[src/rtl/cmp_event_pkg.sv]
// Package: shared widths, mode codes and control word layout for the
// compare channel. Assumes exactly two selectable timers.
package cmp_event_pkg;
    localparam int CNT_W   = 16;
    localparam int NUM_TMR = 2;
    localparam int ADDR_W  = 1;
    localparam int MODE_W  = 4;

    localparam logic [ADDR_W-1:0] ADR_CTL = 1'b0;
    localparam logic [ADDR_W-1:0] ADR_CMP = 1'b1;

    typedef enum logic [MODE_W-1:0] {
        CM_OFF = 4'b0000,
        CM_TGL = 4'b0010,
        CM_SET = 4'b1000,
        CM_CLR = 4'b1001,
        CM_SWI = 4'b1010,
        CM_SEV = 4'b1011
    } cmp_mode_e;

    typedef struct packed {
        logic                 tsel;
        logic [MODE_W-1:0]    mode;
    } cmp_ctl_t;

    localparam int CTL_W = $bits(cmp_ctl_t);
endpackage

[src/rtl/cmp_ctrl_regs.sv]
// Control and compare registers. Decodes the write port and flags a write
// of all-zero data to the control word. Assumes single-cycle write strobes.
module cmp_ctrl_regs
    import cmp_event_pkg::*;
#(
    parameter int W = CNT_W
) (
    input  logic              clk,
    input  logic              rst_n,
    input  logic              wr_en,
    input  logic [ADDR_W-1:0] wr_addr,
    input  logic [W-1:0]      wr_data,
    output cmp_ctl_t          ctl,
    output logic [W-1:0]      cmp_val,
    output logic              zero_wr
);
    logic ctl_we;
    logic cmp_we;

    // Address decode for both registers.
    always_comb begin
        ctl_we  = wr_en && (wr_addr == ADR_CTL);
        cmp_we  = wr_en && (wr_addr == ADR_CMP);
        zero_wr = ctl_we && (wr_data == '0);
    end

    // Control word storage.
    always_ff @(posedge clk) begin
        if (!rst_n)      ctl <= '0;
        else if (ctl_we) ctl <= cmp_ctl_t'(wr_data[CTL_W-1:0]);
    end

    // Compare value storage.
    always_ff @(posedge clk) begin
        if (!rst_n)      cmp_val <= '0;
        else if (cmp_we) cmp_val <= wr_data;
    end
endmodule

[src/rtl/cmp_match_det.sv]
// Selects one timer count and produces a single-cycle match pulse on the
// first cycle of equality with the compare value (rising-edge qualified).
module cmp_match_det
    import cmp_event_pkg::*;
#(
    parameter int W  = CNT_W,
    parameter int NT = NUM_TMR
) (
    input  logic            clk,
    input  logic            rst_n,
    input  logic [NT*W-1:0] cnt_flat,
    input  logic            tsel,
    input  logic [W-1:0]    cmp_val,
    output logic            match
);
    logic [W-1:0] cnt_arr [NT];
    logic [W-1:0] sel_cnt;
    logic         eq_now;
    logic         eq_q;

    for (genvar i = 0; i < NT; i++) begin : g_unpack
        assign cnt_arr[i] = cnt_flat[i*W +: W];
    end

    // Timer mux and equality compare.
    always_comb begin
        sel_cnt = cnt_arr[tsel];
        eq_now  = (sel_cnt == cmp_val);
        match   = eq_now && !eq_q;
    end

    // Previous-cycle equality for edge qualification.
    always_ff @(posedge clk) begin
        if (!rst_n) eq_q <= 1'b0;
        else        eq_q <= eq_now;
    end
endmodule

[src/rtl/cmp_action.sv]
// Applies the mode action on a match: latch update, sticky flag, timer
// reset pulses and the optional ADC start. Assumes match is one cycle.
module cmp_action
    import cmp_event_pkg::*;
#(
    parameter int NT        = NUM_TMR,
    parameter bit SECOND_CH = 1'b0
) (
    input  logic              clk,
    input  logic              rst_n,
    input  logic              match,
    input  logic [MODE_W-1:0] mode,
    input  logic              tsel,
    input  logic              zero_wr,
    input  logic              flag_clr,
    input  logic              adc_enable,
    output logic              latch,
    output logic              flag,
    output logic [NT-1:0]     tmr_rst,
    output logic              adc_start
);
    logic valid_mode;
    logic sev_hit;

    // Mode classification for the current match.
    always_comb begin
        unique case (mode)
            CM_SET, CM_CLR, CM_TGL, CM_SWI, CM_SEV: valid_mode = 1'b1;
            default:                                valid_mode = 1'b0;
        endcase
        sev_hit = match && (mode == CM_SEV);
    end

    // Compare output latch; a zero control write wins over a match.
    always_ff @(posedge clk) begin
        if (!rst_n)       latch <= 1'b0;
        else if (zero_wr) latch <= 1'b0;
        else if (match) begin
            case (mode)
                CM_SET:  latch <= 1'b1;
                CM_CLR:  latch <= 1'b0;
                CM_TGL:  latch <= ~latch;
                default: latch <= latch;
            endcase
        end
    end

    // Sticky interrupt flag; a set beats a clear in the same cycle.
    always_ff @(posedge clk) begin
        if (!rst_n)                   flag <= 1'b0;
        else if (match && valid_mode) flag <= 1'b1;
        else if (flag_clr)            flag <= 1'b0;
    end

    for (genvar i = 0; i < NT; i++) begin : g_rst
        // One-cycle reset pulse to the selected timer.
        always_ff @(posedge clk) begin
            if (!rst_n) tmr_rst[i] <= 1'b0;
            else        tmr_rst[i] <= sev_hit && (tsel == i[0]);
        end
    end

    if (SECOND_CH) begin : g_adc
        // Conversion start, gated by the ADC-enable input.
        always_ff @(posedge clk) begin
            if (!rst_n) adc_start <= 1'b0;
            else        adc_start <= sev_hit && adc_enable;
        end
    end else begin : g_no_adc
        logic unused_adc;
        assign unused_adc = adc_enable;
        assign adc_start  = 1'b0;
    end
endmodule

[src/rtl/cmp_event_unit.sv]
// Top of the compare channel: register port, timer select and match
// detection, action logic and pin gating. Assumes timers count synchronously.
module cmp_event_unit
    import cmp_event_pkg::*;
#(
    parameter bit SECOND_CH = 1'b1
) (
    input  logic              clk,
    input  logic              rst_n,
    input  logic              wr_en,
    input  logic [ADDR_W-1:0] wr_addr,
    input  logic [CNT_W-1:0]  wr_data,
    input  logic              flag_clr,
    input  logic [CNT_W-1:0]  tmr_a_cnt,
    input  logic [CNT_W-1:0]  tmr_b_cnt,
    input  logic              adc_enable,
    input  logic              pin_dir_out,
    output logic              tmr_a_rst,
    output logic              tmr_b_rst,
    output logic              adc_start,
    output logic              pin_o,
    output logic              pin_oe,
    output logic              irq_flag
);
    cmp_ctl_t             ctl;
    logic [CNT_W-1:0]     cmp_val;
    logic                 zero_wr;
    logic                 match;
    logic                 latch;
    logic [NUM_TMR-1:0]   rst_vec;

    cmp_ctrl_regs #(.W(CNT_W)) u_regs (
        .clk     (clk),
        .rst_n   (rst_n),
        .wr_en   (wr_en),
        .wr_addr (wr_addr),
        .wr_data (wr_data),
        .ctl     (ctl),
        .cmp_val (cmp_val),
        .zero_wr (zero_wr)
    );

    cmp_match_det #(.W(CNT_W), .NT(NUM_TMR)) u_det (
        .clk      (clk),
        .rst_n    (rst_n),
        .cnt_flat ({tmr_b_cnt, tmr_a_cnt}),
        .tsel     (ctl.tsel),
        .cmp_val  (cmp_val),
        .match    (match)
    );

    cmp_action #(.NT(NUM_TMR), .SECOND_CH(SECOND_CH)) u_act (
        .clk        (clk),
        .rst_n      (rst_n),
        .match      (match),
        .mode       (ctl.mode),
        .tsel       (ctl.tsel),
        .zero_wr    (zero_wr),
        .flag_clr   (flag_clr),
        .adc_enable (adc_enable),
        .latch      (latch),
        .flag       (irq_flag),
        .tmr_rst    (rst_vec),
        .adc_start  (adc_start)
    );

    // Pin gating and reset fan-out.
    always_comb begin
        pin_oe    = pin_dir_out;
        pin_o     = pin_dir_out & latch;
        tmr_a_rst = rst_vec[0];
        tmr_b_rst = rst_vec[1];
    end
endmodule

[config.mk]
export PLATFORM = sky130hd
export DESIGN_NAME = cmp_event_unit
export DESIGN_NICKNAME = d
export VERILOG_FILES = /design/src/rtl/cmp_event_pkg.sv /design/src/rtl/cmp_ctrl_regs.sv /design/src/rtl/cmp_match_det.sv /design/src/rtl/cmp_action.sv /design/src/rtl/cmp_event_unit.sv
export SDC_FILE = /design/constraint.sdc
export NUM_CORES = 1
export LEC_CHECK = 0
export ABC_AREA = 1
export BUFFER_PORTS_ARGS = -buffer_cell sky130_fd_sc_hd__buf_2
export CORE_UTILIZATION = 40
export DETAILED_ROUTE_END_ITERATION = 10
export PLACE_DENSITY = 0.66
export SLEW_MARGIN = 20
export SYNTH_ARGS = -nofsm -noshare
export SYNTH_HDL_FRONTEND = slang
export SYNTH_SLANG_ARGS = --single-unit
export TNS_END_PERCENT = 5
[constraint.sdc]
create_clock -name clk -period 3.85 [get_ports clk]
set_input_delay 0.385 -clock clk [delete_from_list [all_inputs] [get_ports clk]]
set_output_delay 0.385 -clock clk [all_outputs]
set_load 0.01 [all_outputs]
==> flow_metrics.py <==
metrics = {
    "clock_tree": {
        "hold_buffers": 0,
        "cts_tree": "done",
        "clock_tree.htree_level_count": 1,
        "cts.sinks": 27,
        "cts_buffers": 3,
        "root_buffer": "clkbuf_8",
        "post_cts_resized": 0,
        "insertion_delay_ns": 0.27,
        "cts.path.max_buffers": 2,
        "clkSlewWorstSetupHoldPaths_ns": 0.10,
        "post_cts_buffers": 0,
    },
    "drt": {
        "ant_nets": 0,
        "drtIter0Drc": 55,
        "via_per_inst": 4.76,
        "drc_errors": 0,
        "drt-total-wl_um": 4240,
        "dr.pass1.iters": 4,
        "dr_total_vias": 1917,
        "wl_per_cell_um": 10.5,
    },
    "die": {
        "die_w_um": 67.7,
        "die_h_um": 67.7,
        "die_area_mm2": 0.00458,
        "core_area_mm2": 0.00406,
        "initial_core_util_pct": 42.5,
        "io_pins": 61,
        "rows": 23,
    },
    "pwr": {
        "p_clk_share_pct": 26.4,
        "power_density_mw_per_mm2": 302,
        "netSwitchingFraction_pct": 31.3,
        "intPower_w": 0.000428,
        "p_sw_w": 0.000195,
        "ir_drop_mv": 0.174,
        "p_leak_nw": 1.10,
        "p_seq_share_pct": 48.5,
        "pwr-share-comb_pct": 25.1,
    },
    "global_routing": {
        "grt_use_total_pct": 20.4,
        "overflow": 0,
        "antenna_found_initial": 0,
        "grt_pass1_wl_um": 7090,
        "grt_pass1_vias": 1682,
        "grt_start_max_net_pins": 33,
    },
    "final_layout": {
        "syn2layout_area_growth_pct": 19.4,
        "stdcell_count": 403,
        "fillers": 463,
        "multi_input_area_um2": 940,
        "diodes": 0,
        "fin_util_pct": 50.7,
        "final_nets": 409,
        "seq_area_um2": 541,
        "drive_above_1_share_pct": 19.5,
    },
    "synth": {
        "syn_inst": 298,
        "syn_avg_cell_area_um2": 5.79,
        "synth-simple-area-share_pct": 40.9,
        "synth_top_family_by_area": "simple AND/OR/NAND/NOR gates",
        "synthesis.nets": 353,
        "synth_xor_area_share_pct": 0,
        "synth-seq-area-share_pct": 31.3,
        "synth_mux_area_share_pct": 0,
        "synth_warnings": 0,
        "syn_area_mm2": 0.00172,
        "ys_seq_elements": 27,
        "synth-compound-area-share_pct": 13.6,
        "yosysUniqueCellTypes": 19,
        "synth_fa_ha_area_share_pct": 0,
    },
    "placement": {
        "post-place-ws_ns": 1.92,
        "dp_cells": 399,
        "place_hpwl_um": 3350,
        "gp_congestion": 0.764,
        "portBuffers": 60,
    },
    "sta": {
        "rsz0062_at_grt": "no",
        "clock_skew_ns": 0.00646,
        "slew_viol_final": 0,
        "setup_slack_ns": 1.94,
        "fin_crit_sh_pct": 49.7,
        "finalSetupViolations": 0,
        "tightest_slew_ns": 0.953,
        "hold_violations": 0,
        "relSlewSlack_pct": 36.3,
        "min_period_ns": 1.91,
        "max_freq_mhz": 523,
        "fin_tns_setup_ns": 0,
    },
    "critical_path": {
        "crit_path_frequent_cell": "nand2_1",
        "cp_top_family": "simple AND/OR/NAND/NOR gates",
        "start_kind": "register",
        "worstPathArrival_ns": 2.12,
        "critPathBufInv": 1,
        "path_cells": "inv_1, nand2_1, nand3_1, nand2_1, nor2_1, nand2_1, nor2_1, nand2_1, nor2_2, nand2_1, nor2_1",
        "required_ns": 4.06,
        "path_max_fanout": 20,
        "endpoint_kind": "register",
        "path_class": "reg2reg",
        "cpPeakStageDelay_ns": 0.46,
        "cpMaxStageDelayCell": "inv_1",
    },
    "run_status": {
        "status": "complete, no violations",
    },
    "job": {
        "drv_cap": 0,
    },
    "min_path": {
        "hold_path.class": "in2reg",
    },
}
-- final timing paths --
path / from / to / slack (ns) / cells after the start
setup / recovery: u_regs.ctl[4] / u_act.tmr_rst[1] / 1.94 / 11
setup reg to reg: u_regs.ctl[4] / u_act.tmr_rst[1] / 1.94 / 11
hold reg to reg: u_act.flag / u_act.flag / 0.47 / 2
hold / removal: adc_enable / u_act.adc_start / 0.32 / 3
-- worst min-delay path, stage by stage --
cell and delay [ns]:
buf_2 0.09, inv_1 0.04, nor2_1 0.03
-- power by group through the flow --
stage	Clock, W	Sequential, W	Combinational (W)
2_1_floorplan	0	0.000307	0.000110
3_3_place_gp	0	0.000308	0.000155
3_5_place_dp	0	0.000308	0.000157
4_1_cts	0.000173	0.000302	0.000158
5_1_grt	0.000184	0.000304	0.000182
6_report	0.000164	0.000302	0.000157
-- placed cells by master (no fill, tap or decap) --
cell | synthesis | final
nand2_1 | 109 | 109
buf_2 | 0 | 60
inv_1 | 42 | 42
dfxtp_1 | 27 | 27
nor2_1 | 26 | 26
nand3_1 | 26 | 26
a21oi_1 | 23 | 23
o21ai_0 | 22 | 22
nor4_1 | 4 | 4
nand4_1 | 3 | 3
clkbuf_8 | 1 | 3
nand2_2 | 2 | 2
nor2_2 | 2 | 2
clkinv_1 | 1 | 1
o32ai_1 | 1 | 1
clkinv_2 | 0 | 1
buf_4 | 1 | 1
-- cell usage after synthesis (all sizes together) --
| library cell | count | area, µm² |
|---|---|---|
| dfxtp | 27 | 541 |
| inv | 42 | 158 |
| nand3 | 26 | 130 |
| buf | 5 | 53.8 |
| nand2 | 111 | 422 |
| nand4 | 3 | 18.8 |
| a21oi | 23 | 115 |
| o21ai | 22 | 110 |
| nor4 | 4 | 25.0 |
| nor2 | 28 | 110 |
| clkbuf | 5 | 28.8 |
| o32ai | 1 | 8.76 |
| clkinv | 1 | 3.75 |
-- registers in the layout (all words and copies together), names as in the netlist --
signal           cells
u_det.eq_q           1
u_regs.cmp_val      16
u_regs.ctl           5
u_act.latch          1
u_act.adc_start      1
u_act.tmr_rst        2
u_act.flag           1
-- final cells by class --
class | count | share of cell area [%]
clock buffers | 3 | 2.01
clock inverters | 1 | 0.243
inverters | 43 | 7.84
multi-input cells | 218 | 45.7
flip-flops and latches | 27 | 26.3
well taps | 50 | 3.04
repair buffers | 61 | 15.0
-- per-layer routing --
metal / up-vias / part of all wire (%) / wire length (µm) / global-route usage [%]
met3: 4 / 4.9 / 209 / 3.55
met1: 816 / 50 / 2120 / 27.7
li1: 1048 / - / - / -
met2: 49 / 44 / 1880 / 33.5
met5: - / 0 / 0 / 0
met4: 0 / 0.73 / 31 / 3.99
-- logic make-up (layout without fill, tap and decap cells) --
family                 count (synthesis)  in the layout
and+or+nand+nor                      172            172
buffers and inverters                 53            108
AOI/OAI and AO/OA                     46             46
DFF                                   27             27
-- per-stage QoR --
| step | hold WS [ns] | total power (W) | cell area [µm²] |
|---|---|---|---|
| 5_1_grt | 0.318 | 0.000670 | 2060 |
| 3_5_place_dp | 0.461 | 0.000466 | 2010 |
| 6_report | 0.319 | 0.000623 | 2060 |
| 4_1_cts | 0.313 | 0.000633 | 2060 |
| 2_1_floorplan | 0.444 | 0.000417 | 1720 |
| 3_3_place_gp | 0.461 | 0.000463 | 2010 |
Note: power is estimated with default switching activity, not from simulation.
